`src/rtl/bpred_pkg.sv`:
```
// Shared definitions for the branch predictor.
package bpred_pkg;
    // Branch-kind hint codes carried by the fetch and update ports.
    typedef enum logic [2:0] {
        BK_NONE = 3'd0,
        BK_COND = 3'd1,
        BK_JUMP = 3'd2,
        BK_CALL = 3'd3,
        BK_RET  = 3'd4
    } br_kind_e;
endpackage

```
`src/rtl/bpred_dir.sv`:
```
// Direction table of 2-bit saturating counters.
// Assumes: ENTRIES is a power of two; the caller supplies word-address index bits.
module bpred_dir #(
    parameter int ENTRIES = 256,
    localparam int IW = $clog2(ENTRIES)
) (
    input  logic          clk,
    input  logic          rst_n,
    input  logic [IW-1:0] rd_idx,
    output logic          rd_taken,
    input  logic          wr_en,
    input  logic [IW-1:0] wr_idx,
    input  logic          wr_taken
);
    logic [1:0] ctr [ENTRIES];

    // Read the prediction bit (counter MSB) for the fetch index.
    assign rd_taken = ctr[rd_idx][1];

    // Reset all counters to weakly not-taken; train one counter per update.
    always_ff @(posedge clk) begin
        if (!rst_n) begin
            for (int i = 0; i < ENTRIES; i++) ctr[i] <= 2'b01;
        end else if (wr_en) begin
            if (wr_taken && ctr[wr_idx] != 2'b11)
                ctr[wr_idx] <= ctr[wr_idx] + 2'b01;
            else if (!wr_taken && ctr[wr_idx] != 2'b00)
                ctr[wr_idx] <= ctr[wr_idx] - 2'b01;
        end
    end
endmodule

```
`src/rtl/bpred_btb.sv`:
```
// Direct-mapped, tagged branch target buffer.
// Assumes: ENTRIES is a power of two; index and tag slices come from the caller.
module bpred_btb #(
    parameter int ENTRIES = 16,
    parameter int PC_W    = 32,
    localparam int IW = $clog2(ENTRIES),
    localparam int TW = PC_W - IW - 2
) (
    input  logic            clk,
    input  logic            rst_n,
    input  logic [IW-1:0]   rd_idx,
    input  logic [TW-1:0]   rd_tag,
    output logic            rd_hit,
    output logic [PC_W-1:0] rd_target,
    input  logic            wr_en,
    input  logic [IW-1:0]   wr_idx,
    input  logic [TW-1:0]   wr_tag,
    input  logic [PC_W-1:0] wr_target
);
    logic            vld [ENTRIES];
    logic [TW-1:0]   tag [ENTRIES];
    logic [PC_W-1:0] tgt [ENTRIES];

    // Same-cycle lookup with tag comparison.
    assign rd_hit    = vld[rd_idx] && (tag[rd_idx] == rd_tag);
    assign rd_target = tgt[rd_idx];

    // Valid bits: cleared by reset, set on allocation.
    always_ff @(posedge clk) begin
        if (!rst_n) begin
            for (int i = 0; i < ENTRIES; i++) vld[i] <= 1'b0;
        end else if (wr_en) begin
            vld[wr_idx] <= 1'b1;
        end
    end

    // Tag and target storage, written on allocation, no reset needed.
    always_ff @(posedge clk) begin
        if (wr_en) begin
            tag[wr_idx] <= wr_tag;
            tgt[wr_idx] <= wr_target;
        end
    end
endmodule

```
`src/rtl/bpred_ras.sv`:
```
// Circular return-address stack; a push when full overwrites the oldest entry.
// Assumes: DEPTH >= 2; push and pop are never requested together.
module bpred_ras #(
    parameter int DEPTH = 4,
    parameter int PC_W  = 32,
    localparam int PW = $clog2(DEPTH)
) (
    input  logic            clk,
    input  logic            rst_n,
    input  logic            push,
    input  logic [PC_W-1:0] push_addr,
    input  logic            pop,
    output logic            empty,
    output logic [PC_W-1:0] top
);
    logic [PC_W-1:0] stk [DEPTH];
    logic [PW-1:0]   ptr;   // next free slot
    logic [PW:0]     cnt;   // live entries
    logic [PW-1:0]   ptr_dn;
    logic [PW-1:0]   ptr_up;

    // Wrapped neighbours of the write pointer.
    assign ptr_dn = (ptr == '0) ? PW'(DEPTH - 1) : ptr - 1'b1;
    assign ptr_up = (ptr == PW'(DEPTH - 1)) ? '0 : ptr + 1'b1;
    assign empty  = (cnt == '0);
    assign top    = stk[ptr_dn];

    // Pointer and occupancy bookkeeping.
    always_ff @(posedge clk) begin
        if (!rst_n) begin
            ptr <= '0;
            cnt <= '0;
        end else if (push) begin
            ptr <= ptr_up;
            if (cnt != (PW+1)'(DEPTH)) cnt <= cnt + 1'b1;
        end else if (pop && !empty) begin
            ptr <= ptr_dn;
            cnt <= cnt - 1'b1;
        end
    end

    // Return-address storage.
    always_ff @(posedge clk) begin
        if (push) stk[ptr] <= push_addr;
    end
endmodule

```
`src/rtl/bpred_top.sv`:
```
// Fetch-stage branch predictor: counter table, tagged target buffer, return stack.
// Prediction is combinational from fetch_pc; updates land on the next clock edge.
// Assumes 4-byte instructions, so PC bits [1:0] are not used for indexing.
module bpred_top #(
    parameter int PC_W        = 32,
    parameter int DIR_ENTRIES = 256,
    parameter int BTB_ENTRIES = 16,
    parameter int RAS_DEPTH   = 4
) (
    input  logic            clk,
    input  logic            rst_n,
    input  logic            fetch_valid,
    input  logic [PC_W-1:0] fetch_pc,
    input  logic [2:0]      fetch_kind,
    input  logic [PC_W-1:0] fetch_disp,
    output logic            pred_taken,
    output logic [PC_W-1:0] pred_target,
    input  logic            upd_valid,
    input  logic [PC_W-1:0] upd_pc,
    input  logic [2:0]      upd_kind,
    input  logic            upd_taken,
    input  logic [PC_W-1:0] upd_target,
    input  logic            upd_pred_taken,
    input  logic [PC_W-1:0] upd_pred_target,
    output logic            redirect_valid,
    output logic [PC_W-1:0] redirect_pc
);
    import bpred_pkg::*;

    localparam int DIR_IW = $clog2(DIR_ENTRIES);
    localparam int BTB_IW = $clog2(BTB_ENTRIES);
    localparam int TAG_W  = PC_W - BTB_IW - 2;

    logic            dir_taken;
    logic            btb_hit;
    logic [PC_W-1:0] btb_target;
    logic            ras_empty;
    logic [PC_W-1:0] ras_top;
    logic [PC_W-1:0] fall_pc;
    logic [PC_W-1:0] direct_pc;
    logic            upd_is_branch;

    assign fall_pc   = fetch_pc + PC_W'(4);
    assign direct_pc = fetch_pc + fetch_disp;
    assign upd_is_branch = (upd_kind == BK_COND) || (upd_kind == BK_JUMP) ||
                           (upd_kind == BK_CALL) || (upd_kind == BK_RET);

    bpred_dir #(.ENTRIES(DIR_ENTRIES)) u_dir (
        .clk      (clk),
        .rst_n    (rst_n),
        .rd_idx   (fetch_pc[DIR_IW+1:2]),
        .rd_taken (dir_taken),
        .wr_en    (upd_valid && upd_kind == BK_COND),
        .wr_idx   (upd_pc[DIR_IW+1:2]),
        .wr_taken (upd_taken)
    );

    bpred_btb #(.ENTRIES(BTB_ENTRIES), .PC_W(PC_W)) u_btb (
        .clk       (clk),
        .rst_n     (rst_n),
        .rd_idx    (fetch_pc[BTB_IW+1:2]),
        .rd_tag    (fetch_pc[PC_W-1:BTB_IW+2]),
        .rd_hit    (btb_hit),
        .rd_target (btb_target),
        .wr_en     (upd_valid && upd_taken && upd_is_branch),
        .wr_idx    (upd_pc[BTB_IW+1:2]),
        .wr_tag    (upd_pc[PC_W-1:BTB_IW+2]),
        .wr_target (upd_target)
    );

    bpred_ras #(.DEPTH(RAS_DEPTH), .PC_W(PC_W)) u_ras (
        .clk       (clk),
        .rst_n     (rst_n),
        .push      (fetch_valid && fetch_kind == BK_CALL),
        .push_addr (fall_pc),
        .pop       (fetch_valid && fetch_kind == BK_RET),
        .empty     (ras_empty),
        .top       (ras_top)
    );

    // Choose direction and next fetch address from the branch kind.
    always_comb begin
        pred_taken  = 1'b0;
        pred_target = fall_pc;
        case (fetch_kind)
            BK_COND: begin
                pred_taken = btb_hit ? dir_taken : fetch_disp[PC_W-1];
                if (pred_taken) pred_target = btb_hit ? btb_target : direct_pc;
            end
            BK_JUMP, BK_CALL: begin
                pred_taken  = 1'b1;
                pred_target = btb_hit ? btb_target : direct_pc;
            end
            BK_RET: begin
                if (!ras_empty) begin
                    pred_taken  = 1'b1;
                    pred_target = ras_top;
                end else if (btb_hit) begin
                    pred_taken  = 1'b1;
                    pred_target = btb_target;
                end
            end
            default: ;
        endcase
    end

    // Compare the resolved outcome with what was predicted.
    always_comb begin
        redirect_valid = upd_valid &&
                         ((upd_taken != upd_pred_taken) ||
                          (upd_taken && upd_target != upd_pred_target));
        redirect_pc    = upd_taken ? upd_target : upd_pc + PC_W'(4);
    end
endmodule

```
`config.mk`:
```
export PLATFORM = sky130hd
export DESIGN_NAME = bpred_top
export DESIGN_NICKNAME = d
export VERILOG_FILES = /design/src/rtl/bpred_pkg.sv /design/src/rtl/bpred_dir.sv /design/src/rtl/bpred_btb.sv /design/src/rtl/bpred_ras.sv /design/src/rtl/bpred_top.sv
export SDC_FILE = /design/constraint.sdc
export NUM_CORES = 2
export LEC_CHECK = 0
export BUFFER_PORTS_ARGS = -buffer_cell sky130_fd_sc_hd__clkbuf_2
export CAP_MARGIN = 20
export CORE_MARGIN = 2
export CORE_UTILIZATION = 55
export DETAILED_ROUTE_END_ITERATION = 10
export PLACE_DENSITY = 0.71
export SETUP_SLACK_MARGIN = 0.3
export SLEW_MARGIN = 20
export SYNTH_ARGS = -nofsm -noshare
export SYNTH_HDL_FRONTEND = slang
export SYNTH_SLANG_ARGS = --single-unit
```
`constraint.sdc`:
```
create_clock -name clk -period 6.9 [get_ports clk]
set_input_delay 0.345 -clock clk [delete_from_list [all_inputs] [get_ports clk]]
set_output_delay 0.345 -clock clk [all_outputs]
set_load 0.005 [all_outputs]
```
==> flow_summary.yaml <==
timing:
  fin_setup_tns_ns: 0
  fin_ws_ns: 0.7977
  fmax_mhz: 163.9
  finalSetupViolCount: 0
  final-max-slew-violation-count: 0
  period_share: 0.8844
  finalHoldViolations: 0
  fin_crit_ns: 6.102
  relSlewSlack: 0.1138
  grt_setup_unrepaired: "no"
  skew_ns: 0.04493
  worst_pin_slew_ns: 1.329
final_layout:
  final_cell_mix: "1568 x edfxtp_1, 487 x mux4_2, 403 x nand2_1, 275 x o21ai_0, 230 x clkbuf_2"
  nets: 5001
  nFillCells: 9573
  area_delta_synth_final_pct: 12.03
  drive_gt1_frac: 0.2514
  mostFrequentLayoutCell: "edfxtp_1"
worst_setup_path:
  required_ns: 6.55
  endpoint_kind: "output port"
  worstPathArrival_ns: 5.76
  reg2reg_depth: 11
  crit_fanout: 12
  crit_type: "reg2out"
  crit_path_start_kind: "flop"
synth:
  yosysTopAreaCell: "edfxtp_1"
  ys_seq_area_frac: 0.6556
  synth_area_per_cell_um2: 15.84
  synth_cells: 4573
  ys_seq_elements: 1589
  synth_edf_count: 1568
  synth.area.top_cells: "edfxtp_1 65%, mux4_2 15%, nand2_1 2.1%"
  synth.distinct_cells: 83
  yosysWarnings: 0
  ys_async_sr_fraction: 0
  synth_top_area_share: 0.6498
  syn_area_um2: 72460
  synthFlopType: "edfxtp_1"
  synth.net_count: 4787
clock_tree:
  cts_hold_buffers: 10
  cts_resized: 0
  clkSlewWorstSetupHoldPaths_ns: 0.06
  clock_sinks: 1589
  post_cts_buffers: 0
  htree_levels: 4
  clockBufferDepth: 3
  clk-insertion-delay-late_ns: 0.82
  cts_made_buffers: 163
  cts-root-buf: "clkbuf_16"
  tritoncts: "built"
power:
  powerDensity_nw_per_um2: 262.7
  p_leak_nw: 25.19
  ir_drop_mv: 0.2874
detailed_routing:
  first_iter_violations: 7418
  drt-vias-per-instance: 6.988
  routed_wl_um: 227800
  drc: 0
  routedWlPerCell_um: 34.14
  ant_nets: 0
  dr.pass1.iters: 6
  vias: 46630
die:
  dieArea_um2: 134700
  rows: 133
  die_w_um: 367.0
  pin_count: 238
  die_h_um: 367.0
  core-area_um2: 131100
  start_util: 0.5526
global_route:
  first_global_vias: 45510
  grt_pass1_wl_um: 323700
  grt_antenna_before_repair: 16
  grt_overflow: 0
  grtUsageTotal: 0.3374
  grt_max_degree: 109
run:
  maxCapViolCount: 0
placed_design:
  portBuffers: 237
  hpwl_um: 144300
  place.gp.congestion: 0.9426
  dp_slack_ns: 0.7257
hold_path:
  holdCritPathClass: "in2reg"
  whs_path_depth: 1
run_status:
  status: "completed"
final timing paths:
check / slack (ns) / startpoint / end
min reg2reg: 0.46 / u_btb.vld[13]$_DFF_P_ / u_btb.vld[13]$_DFF_P_
max: 0.80 / u_dir.ctr[67][1]$_SDFFCE_PN0P_ / pred_target[13]
min: 0.04 / upd_target[20] / u_btb.tgt[6][20]$_DFFE_PP_
max reg2reg: 1.42 / u_dir.ctr[45][0]$_SDFFCE_PN1P_ / u_dir.ctr[200][0]$_SDFFCE_PN1P_
logic make-up after synthesis:
kind of cell | Yosys count | share of synthesized area
AOI/OAI and AO/OA | 670 | 0.05590
muxes | 584 | 0.1650
buffers and inverters | 438 | 0.02625
adders and majority gates | 42 | 0.007460
DFF | 1589 | 0.6556
and+or+nand+nor | 1106 | 0.07232
xor gates and xnor gates | 144 | 0.01741
registers in the layout (all words and copies together) (netlist names):
| register | cells |
|---|---|
| u_ras.cnt | 3 |
| u_ras.ptr | 2 |
| u_dir.ctr | 512 |
| u_btb.tgt | 512 |
| u_btb.tag | 416 |
| u_btb.vld | 16 |
| u_ras.stk | 128 |
power by group:
group	total, mW	switching (mW)	internal [mW]
clock network	8.56	3.75	4.81
registers	10.8	0.0493	10.7
logic	2.01	1.33	0.676
total	21.3	5.13	16.2
per-layer routing:
layer  GRT usage  vias to the layer above  part of all wire
li1            -                    18650                 -
met1      0.4469                    23640              0.35
met3     0.08343                      661              0.13
met5           0                        -          0.000097
met2      0.5180                     3672              0.46
met4      0.1850                        4             0.062
per-stage QoR:
stage                     hold slack [ns]  power, mW  cells    util  instance area [µm²]
final                             0.03554      21.33   6672  0.6190                81170
after global routing              0.03761      21.83   6670  0.6190                81170
after CTS                        0.003460      21.33   6664  0.6188                81150
after detailed placement           0.4497      12.91   6367  0.5791                75930
after global placement             0.4417      12.88   6365  0.5787                75890
after floorplan                    0.4354      12.09   4573       -                72460
area by class of cell:
cell class                      count  area (µm²)  area share
Inverter                           45       171.4    0.002112
Tap cell                         1755        2196     0.02705
Timing Repair Buffer              442        2923     0.03601
Antenna cell                        8       20.02   0.0002466
Clock inverter                     93       920.9     0.01134
Clock buffer                      194        4195     0.05168
Multi-Input combinational cell   2546       23240      0.2863
Sequential cell                  1589       47510      0.5853
synth_stat cells, drive strengths merged, types with 12 or more instances:
cell and number:
edfxtp 1568, mux4 487, nand2 416, o21ai 343
clkbuf 249, nor3 232, nor2 162, buf 144
a21oi 86, mux2i 82, nand3 78, xnor2 73
xor2 71, nand4 54, inv 45, ha 40
o221ai 37, o22ai 29, a22oi 27, nor2b 25
and3 24, and2 22, o21a 22, dfxtp 21
nand3b 16, a211o 15, mux2 15, nand2b 15
a211oi 13, a21o 12, nor4 12, or2 12
critical path, cell delays in order, from the launching register on:
cell	delay (ns)
edfxtp_1	0.39
mux4_2	0.53
mux4_2	0.50
o31ai_1	0.73
o22ai_1	0.40
o21a_1	0.42
and4_1	0.29
a311oi_4	0.67
buf_4	0.35
nand2_1	0.07
a221o_1	0.43
clkbuf_2	0.16
No activity file was read; power rests on OpenSTA's default activity.
